<file path="config.mk">
export PLATFORM = sky130hd
export DESIGN_NAME = i2s_slave_rx
export DESIGN_NICKNAME = d
export VERILOG_FILES = /design/src/rtl/i2s_rx_pkg.sv /design/src/rtl/i2s_rx_sync.sv /design/src/rtl/i2s_rx_deser.sv /design/src/rtl/i2s_rx_buf.sv /design/src/rtl/i2s_slave_rx.sv
export SDC_FILE = /design/constraint.sdc
export NUM_CORES = 1
export LEC_CHECK = 0
export BUFFER_PORTS_ARGS = -buffer_cell sky130_fd_sc_hd__buf_2
export CORE_UTILIZATION = 25
export CTS_CLUSTER_SIZE = 10
export DETAILED_ROUTE_END_ITERATION = 6
export GPL_ROUTABILITY_DRIVEN = 1
export HOLD_SLACK_MARGIN = 0.03
export PLACE_DENSITY_LB_ADDON = 0.05
export SYNTH_ARGS = -nofsm -noshare
export SYNTH_HDL_FRONTEND = slang
export SYNTH_SLANG_ARGS = --single-unit
</file>
<file path="constraint.sdc">
create_clock -name clk -period 1.8 [get_ports clk]
set_input_delay 0.18 -clock clk [delete_from_list [all_inputs] [get_ports clk]]
set_output_delay 0.18 -clock clk [all_outputs]
set_load 0.005 [all_outputs]
</file>
<file path="src/rtl/i2s_rx_pkg.sv">
package i2s_rx_pkg;
   localparam int PKT_W = 16;

   typedef enum logic [1:0] {
      DLEN_16 = 2'd0,
      DLEN_24 = 2'd1,
      DLEN_32 = 2'd2,
      DLEN_32B = 2'd3
   } dlen_e;

   function automatic int valid_bits(input dlen_e d);
      case (d)
         DLEN_16: valid_bits = 16;
         DLEN_24: valid_bits = 24;
         default: valid_bits = 32;
      endcase
   endfunction
endpackage

</file>
<file path="src/rtl/i2s_rx_sync.sv">
module i2s_rx_sync #(
   parameter int W      = 3,
   parameter int STAGES = 2
) (
   input  logic         clk,
   input  logic         rst_n,
   input  logic [W-1:0] d,
   output logic [W-1:0] q
);
   if (STAGES < 2) begin : g_bad_stages
      $error("i2s_rx_sync: STAGES must be at least 2");
   end

   logic [W-1:0] st [STAGES];

   for (genvar i = 0; i < STAGES; i++) begin : g_stage
      if (i == 0) begin : g_first
         always_ff @(posedge clk or negedge rst_n) begin
            if (!rst_n) st[0] <= '0;
            else        st[0] <= d;
         end
      end else begin : g_next
         always_ff @(posedge clk or negedge rst_n) begin
            if (!rst_n) st[i] <= '0;
            else        st[i] <= st[i-1];
         end
      end
   end

   assign q = st[STAGES-1];
endmodule

</file>
<file path="src/rtl/i2s_rx_deser.sv">
module i2s_rx_deser
   import i2s_rx_pkg::*;
#(
   parameter int MAX_CH_BITS = 32
) (
   input  logic             clk,
   input  logic             rst_n,
   input  logic             en,
   input  logic [1:0]       dlen_sel,
   input  logic             sck_s,
   input  logic             ws_s,
   input  logic             sd_s,
   output logic             pkt_vld,
   output logic [PKT_W-1:0] pkt,
   output logic             pkt_side,
   output logic             busy
);
   localparam int CNT_W = $clog2(MAX_CH_BITS + 1);
   localparam logic [CNT_W-1:0] IDX_HI  = CNT_W'(PKT_W - 1);
   localparam logic [CNT_W-1:0] IDX_LO  = CNT_W'(2 * PKT_W - 1);
   localparam logic [CNT_W-1:0] CNT_MAX = CNT_W'(MAX_CH_BITS);

   if (MAX_CH_BITS < 2 * PKT_W) begin : g_bad_len
      $error("i2s_rx_deser: MAX_CH_BITS must cover two packets");
   end

   logic             sck_prev, ws_prev, synced, chan;
   logic [CNT_W-1:0] cnt;
   logic [PKT_W-1:0] shreg;
   logic             rise, ws_edge, bitv, two_pkts, at_boundary;
   logic [CNT_W-1:0] nvalid;

   assign rise        = sck_s & ~sck_prev;
   assign ws_edge     = ws_s ^ ws_prev;
   assign nvalid      = CNT_W'(valid_bits(dlen_e'(dlen_sel)));
   assign bitv        = (cnt < nvalid) ? sd_s : 1'b0;
   assign two_pkts    = (dlen_e'(dlen_sel) != DLEN_16);
   assign at_boundary = (cnt == IDX_HI) || (two_pkts && cnt == IDX_LO);

   always_ff @(posedge clk or negedge rst_n) begin
      if (!rst_n) begin
         sck_prev <= 1'b0;
         ws_prev  <= 1'b0;
         synced   <= 1'b0;
         chan     <= 1'b0;
         cnt      <= '0;
         shreg    <= '0;
         pkt      <= '0;
         pkt_side <= 1'b0;
         pkt_vld  <= 1'b0;
         busy     <= 1'b0;
      end else begin
         sck_prev <= sck_s;
         pkt_vld  <= 1'b0;
         if (rise) ws_prev <= ws_s;
         if (!en) begin
            synced <= 1'b0;
            busy   <= 1'b0;
            cnt    <= '0;
         end else if (rise) begin
            if (synced) begin
               shreg <= {shreg[PKT_W-2:0], bitv};
               if (at_boundary) begin
                  pkt_vld  <= 1'b1;
                  pkt      <= {shreg[PKT_W-2:0], bitv};
                  pkt_side <= chan;
               end
            end
            if (ws_edge) begin
               synced <= 1'b1;
               cnt    <= '0;
               busy   <= 1'b0;
               chan   <= ws_s;
            end else if (synced) begin
               busy <= 1'b1;
               if (cnt != CNT_MAX) cnt <= cnt + 1'b1;
            end
         end
      end
   end

   assert_busy_off_R11: assert property (@(posedge clk) disable iff (!rst_n)
      !en |=> !busy);

   assert_busy_gap_R10: assert property (@(posedge clk) disable iff (!rst_n)
      (en && rise && ws_edge) |=> !busy);

   assert_sync_first_R2: assert property (@(posedge clk) disable iff (!rst_n)
      (en && !synced) |=> !pkt_vld);
endmodule

</file>
<file path="src/rtl/i2s_rx_buf.sv">
module i2s_rx_buf
   import i2s_rx_pkg::*;
(
   input  logic             clk,
   input  logic             rst_n,
   input  logic             pkt_vld,
   input  logic [PKT_W-1:0] pkt,
   input  logic             pkt_side,
   input  logic             data_rd,
   input  logic             stat_rd,
   input  logic             rx_ie,
   input  logic             err_ie,
   output logic [PKT_W-1:0] rdata,
   output logic             rx_full,
   output logic             chan_side,
   output logic             ovr_flag,
   output logic             irq
);
   logic clr_armed;

   always_ff @(posedge clk or negedge rst_n) begin
      if (!rst_n) begin
         rdata     <= '0;
         rx_full   <= 1'b0;
         chan_side <= 1'b0;
         ovr_flag  <= 1'b0;
         clr_armed <= 1'b0;
      end else begin
         if (pkt_vld && (!rx_full || data_rd)) begin
            rdata     <= pkt;
            chan_side <= pkt_side;
            rx_full   <= 1'b1;
         end else if (data_rd) begin
            rx_full <= 1'b0;
         end
         if (data_rd && ovr_flag) clr_armed <= 1'b1;
         if (stat_rd && clr_armed) begin
            ovr_flag  <= 1'b0;
            clr_armed <= 1'b0;
         end
         if (pkt_vld && rx_full && !data_rd) ovr_flag <= 1'b1;
      end
   end

   assign irq = (rx_ie & rx_full) | (err_ie & ovr_flag);

   assert_rx_set_R5: assert property (@(posedge clk) disable iff (!rst_n)
      (pkt_vld && !rx_full) |=> (rx_full && rdata == $past(pkt)));

   assert_rd_clear_R5: assert property (@(posedge clk) disable iff (!rst_n)
      (data_rd && !pkt_vld) |=> !rx_full);

   assert_ovr_hold_R7: assert property (@(posedge clk) disable iff (!rst_n)
      (pkt_vld && rx_full && !data_rd) |=> (ovr_flag && $stable(rdata)));

   assert_coincide_R12: assert property (@(posedge clk) disable iff (!rst_n)
      (pkt_vld && rx_full && data_rd && !ovr_flag) |=> (rx_full && !ovr_flag));

   assert_stat_only_R8: assert property (@(posedge clk) disable iff (!rst_n)
      (ovr_flag && !clr_armed && !data_rd) |=> ovr_flag);

   assert_irq_err_R9: assert property (@(posedge clk) disable iff (!rst_n)
      ($rose(ovr_flag) && err_ie) |-> irq);
endmodule

</file>
<file path="src/rtl/i2s_slave_rx.sv">
module i2s_slave_rx
   import i2s_rx_pkg::*;
#(
   parameter int SYNC_STAGES = 2,
   parameter int MAX_CH_BITS = 32
) (
   input  logic              clk,
   input  logic              rst_n,
   input  logic              en,
   input  logic [1:0]        dlen_sel,
   input  logic              rx_ie,
   input  logic              err_ie,
   input  logic              sck_i,
   input  logic              ws_i,
   input  logic              sd_i,
   input  logic              data_rd,
   input  logic              stat_rd,
   output logic [PKT_W-1:0]  rdata,
   output logic              rx_full,
   output logic              chan_side,
   output logic              ovr_flag,
   output logic              busy,
   output logic              irq
);
   logic [2:0]       line_s;
   logic             pkt_vld, pkt_side;
   logic [PKT_W-1:0] pkt;

   i2s_rx_sync #(.W(3), .STAGES(SYNC_STAGES)) u_sync (
      .clk   (clk),
      .rst_n (rst_n),
      .d     ({sck_i, ws_i, sd_i}),
      .q     (line_s)
   );

   i2s_rx_deser #(.MAX_CH_BITS(MAX_CH_BITS)) u_deser (
      .clk      (clk),
      .rst_n    (rst_n),
      .en       (en),
      .dlen_sel (dlen_sel),
      .sck_s    (line_s[2]),
      .ws_s     (line_s[1]),
      .sd_s     (line_s[0]),
      .pkt_vld  (pkt_vld),
      .pkt      (pkt),
      .pkt_side (pkt_side),
      .busy     (busy)
   );

   i2s_rx_buf u_buf (
      .clk       (clk),
      .rst_n     (rst_n),
      .pkt_vld   (pkt_vld),
      .pkt       (pkt),
      .pkt_side  (pkt_side),
      .data_rd   (data_rd),
      .stat_rd   (stat_rd),
      .rx_ie     (rx_ie),
      .err_ie    (err_ie),
      .rdata     (rdata),
      .rx_full   (rx_full),
      .chan_side (chan_side),
      .ovr_flag  (ovr_flag),
      .irq       (irq)
   );
endmodule

</file>
==> impl.org <==
** Global routing
- The first global-routing pass estimated 9200 um of wire.
- Summed over all layers, the global routing overflow is 0.
- The number of antenna violations at the first check in global routing came to 0.
- Pin count of the biggest net entering global routing :: 52
- GRT Util Overall :: 0.106
- The via count of the first global-routing pass came to 1773.

** Clock network
- TritonCTS built the clock tree.
- In this run the clock root is driven by a sky130_fd_sc_hd__clkbuf_8.
- Clock tree buffer depth :: 2
- TritonCTS sink count :: 70
- In this run, CTS created clock tree buffers numbering 9.
- Insertion delay to the later sink of the worst-skew pair :: 0.33 ns
- The number of hold buffers added after CTS was 5.
- Max H-tree Level :: 3
- Count of buffers added by post-CTS timing repair for setup :: 0
- After clock tree synthesis, the clock-pin slew on the worst setup and hold paths is 0.08 ns.
- Post-CTS repair changed the size of 0 cells.

** Synthesis
- Yosys synthesis warning count :: 0
- For this run, the register share of the synthesized area comes to 0.635.
- A synthesized cell averages 14.2 um^2.
- By area, the combinational part of the netlist is dominated by multiplexers.
- Of the total synthesized cell area, the portion taken by full adders, half adders and majority gates is 0.0181.
- Simple-gate area share of the yosys netlist :: 0.0717
- Total nets after synthesis :: 210
- Number of distinct standard cells referenced by the synthesized netlist :: 34
- Mux share of post-synthesis cell area :: 0.199
- Area share of xor/xnor cells in the synthesized design :: 0.00635
- Synth area leaders :: sky130_fd_sc_hd__dfrtp_1 (64%), sky130_fd_sc_hd__mux2_2 (19%), sky130_fd_sc_hd__o21ai_0 (2.2%), sky130_fd_sc_hd__ha_1 (1.8%), sky130_fd_sc_hd__nand2_1 (1.6%)
- The share of synthesized area in the top cell type comes to 0.635.
- Compound-gate portion of the synthesized area :: 0.0508
- Synth area leader :: sky130_fd_sc_hd__dfrtp_1
- Post-synthesis register bit count :: 70
- Synthesis produced 194 cells.
- Summing every instance area after synthesis gives 0.00276 mm^2.

** Worst hold path
- The min-delay analysis places its worst path in the category in2reg.
- Hold worst-path end :: u_buf.clr_armed$_DFFE_PN0P_
- Along the worst hold path, the cell count comes to 3.
- The worst hold path begins at data_rd.

** Floorplan
- Width of the chip :: 107 um
- Total I/O pin count :: 33
- Die area :: 0.0115 mm^2
- Initial cell density of the core :: 0.262
- Core area :: 0.0105 mm^2
- From bottom edge to top edge, the die measures 107 um.
- Site Rows :: 37

** Setup path
- Arrival time at the worst endpoint :: 1.89 ns
- Classification of the worst setup path :: reg2reg
- On the critical path the largest part of the delay comes from simple AND/OR/NAND/NOR gates.
- The number of buffers and inverters on the critical path is 1.
- Along the worst path, the maximum fanout reaches 17.
- The worst setup path is captured at a register.
- Critical Path Max Stage Delay :: 0.41 ns
- Beginning of the worst register-to-register path :: u_deser.cnt[1]$_DFFE_PN0P_
- Worst r2r path cells :: 5
- For flop-to-flop paths, the worst setup slack is 0.12 ns.
- Required @ worst endpoint :: 2.01 ns
- Cell with the largest stage delay on the worst path :: sky130_fd_sc_hd__dfrtp_1
- Kind of start point of the critical path :: register
- Cell-by-cell listing of the critical path :: ha_4 > nand3_4 > nor4_4 > buf_12 > mux2_2
- Endpoint of the worst register-to-register path :: u_deser.pkt[1]$_DFFE_PN0P_

** Drt
- DR iter-0 viols :: 73
- The highest layer touched by signal routing is met4.
- The first detailed-routing pass took 4 iterations.
- Number of nets with antenna violations after detailed routing :: 0
- Vias :: 1647
- DRC violation count after routing :: 0
- Routed wl met2 :: 2300 um
- Wire segments on met3 add up to 157 um in the final route.
- In the final routed layout, each cell accounts on average for 13.5 um.
- For this block, wires on met1 add up to 2700 um.
- Total wire length :: 5230 um
- Vias per Instance :: 4.24

** Placement
- Routability-driven placement finished with a final weighted congestion of 0.756.
- Half-perimeter wire length of the detailed placement result :: 3440 um
- DP Cell Count :: 367
- Port Buf Inserts :: 32
- Placement Setup Slack :: 0.130 ns

** STA
- Time the worst path needs with I/O delays and setup :: 1.68 ns
- The worst pin sits at a relative slew slack of 0.708.
- Across all setup checks in the final design, the least slack found is 0.121 ns.
- Worst hold margin :: 0.110 ns
- The count of final max-slew check failures came to 0.
- The count of final hold-check violations was 0.
- Unrepaired setup endpoints after global routing :: no
- Number of setup violations in the final report :: 0
- For the pin with the worst max-slew slack, the measured transition is 0.438 ns.
- Highest clock rate :: 596 MHz
- Setup total negative slack on the finished layout was measured at 0 ns.
- Of the available clock period, the critical path in the final layout requires 0.933.
- Largest clock skew in the final design :: 0.0121 ns

** Final layout
- Commonest cells after routing, fill and taps aside :: sky130_fd_sc_hd__dfrtp_1 (70), sky130_fd_sc_hd__mux2_2 (47), sky130_fd_sc_hd__buf_2 (31)
- Leading cell type in the layout, fill and taps excluded :: sky130_fd_sc_hd__dfrtp_1
- The area growth from synthesis to layout is 23.8%.
- Share of cells above drive strength 1 :: 0.429
- Layout net count :: 263
- After the flow finishes, the layout carries non-filler instances totaling 388.
- After filler insertion, the fill cell instance count of the layout stands at 1075.
- The repair_antennas step left the layout with diodes totalling 0.

** Power
- Final total power :: 2.98 mW
- Power spread over the standard cell area amounts to 872 mW/mm^2.
- The analysis attributes to cell leakage a power of 1.72 nW.
- Across the VDD grid, the largest voltage drop is 0.253 mV.

** Status
- The run finished with clean final reports.

** Flow run
- Max-cap violations :: 0
==> sequential cells by signal (all words and copies together) (netlist names), 3 cells and up <==
register,count
u_buf.rdata,16
u_deser.cnt,6
u_deser.pkt,16
u_deser.shreg,15
u_sync.q,3
u_sync.st,3
==> cell usage after synthesis <==
| master | n |
|---|---|
| sky130_fd_sc_hd__nor3_1 | 2 |
| sky130_fd_sc_hd__nor3b_1 | 1 |
| sky130_fd_sc_hd__ha_1 | 4 |
| sky130_fd_sc_hd__xor2_1 | 1 |
| sky130_fd_sc_hd__a22o_1 | 1 |
| sky130_fd_sc_hd__xnor2_1 | 1 |
| sky130_fd_sc_hd__o31ai_1 | 1 |
| sky130_fd_sc_hd__dfrtp_1 | 70 |
| sky130_fd_sc_hd__o21ai_0 | 12 |
| sky130_fd_sc_hd__nand2b_1 | 2 |
| sky130_fd_sc_hd__buf_1 | 1 |
| sky130_fd_sc_hd__mux2_2 | 47 |
| sky130_fd_sc_hd__or2b_1 | 1 |
| sky130_fd_sc_hd__clkbuf_1 | 1 |
| sky130_fd_sc_hd__o22ai_1 | 1 |
| sky130_fd_sc_hd__nor2_1 | 3 |
| sky130_fd_sc_hd__buf_6 | 1 |
| sky130_fd_sc_hd__nor4_4 | 1 |
| sky130_fd_sc_hd__inv_1 | 6 |
| sky130_fd_sc_hd__a21oi_1 | 5 |
| sky130_fd_sc_hd__mux2i_1 | 2 |
| sky130_fd_sc_hd__nor4_1 | 1 |
| sky130_fd_sc_hd__nand3_1 | 4 |
| sky130_fd_sc_hd__nor2b_1 | 2 |
| sky130_fd_sc_hd__o21ba_2 | 1 |
| sky130_fd_sc_hd__nor4b_1 | 1 |
| sky130_fd_sc_hd__buf_2 | 2 |
| sky130_fd_sc_hd__or4_1 | 1 |
| sky130_fd_sc_hd__and3_1 | 2 |
| sky130_fd_sc_hd__a21o_1 | 1 |
| sky130_fd_sc_hd__nand4b_2 | 1 |
| sky130_fd_sc_hd__o31a_1 | 1 |
| sky130_fd_sc_hd__nand2_1 | 12 |
| sky130_fd_sc_hd__a31oi_1 | 1 |
==> final cells by class <==
type	instances	area [um^2]	share of cell area
multi-input combinational	113	980	0.287
timing repair buffer	47	313	0.0916
clock inverter	3	18.8	0.00550
inverter	6	22.5	0.00660
tap	136	170	0.0498
clock buffer	13	159	0.0465
sequential	70	1750	0.513
==> worst register-to-register path, cell delays in order (launching register included) <==
cell and delay [ns]:
sky130_fd_sc_hd__dfrtp_1 0.41, sky130_fd_sc_hd__ha_4 0.18, sky130_fd_sc_hd__nand3_4 0.10, sky130_fd_sc_hd__nor4_4 0.32
sky130_fd_sc_hd__buf_12 0.21, sky130_fd_sc_hd__mux2_2 0.34
==> how the worst max path moves through the flow <==
stage                          startpoint                     endpoint  cells after the start
6_report       u_deser.cnt[1]$_DFFE_PN0P_   u_deser.pkt[1]$_DFFE_PN0P_                      5
5_1_grt        u_deser.cnt[1]$_DFFE_PN0P_   u_deser.pkt[1]$_DFFE_PN0P_                      5
4_1_cts        u_deser.cnt[1]$_DFFE_PN0P_   u_deser.pkt[1]$_DFFE_PN0P_                      5
3_5_place_dp   u_deser.cnt[1]$_DFFE_PN0P_   u_deser.pkt[4]$_DFFE_PN0P_                      5
3_3_place_gp   u_deser.cnt[1]$_DFFE_PN0P_   u_deser.pkt[6]$_DFFE_PN0P_                      5
2_1_floorplan  u_deser.cnt[0]$_DFFE_PN0P_  u_deser.pkt[10]$_DFFE_PN0P_                      5
==> layer usage <==
| layer | vias up | GRT usage |
|---|---|---|
| met5 | - | 0 |
| met4 | 0 | 0.0558 |
| met3 | 7 | 0.0237 |
| met2 | 34 | 0.153 |
| met1 | 811 | 0.148 |
| li1 | 795 | - |
==> power by group <==
group          total, mW  switching, mW  internal [mW]
combinational      0.195          0.105         0.0905
clock               1.15          0.571          0.576
sequential          1.64         0.0297           1.61
total               2.98          0.705           2.27
==> through the flow <==
step / util / instance area, um^2
2_1_floorplan: - / 2780
6_report: 0.325 / 3410
3_3_place_gp: 0.303 / 3190
3_5_place_dp: 0.303 / 3190
5_1_grt: 0.325 / 3410
4_1_cts: 0.325 / 3410
==> logic make-up after synthesis <==
group | after synthesis
xor gates and xnor gates | 2
AOI/OAI and AO/OA | 24
muxes | 49
and+or+nand+nor | 34
buffers and inverters | 11
DFF | 70
adders and majority gates | 4
Power figures use the tool's default switching activity.
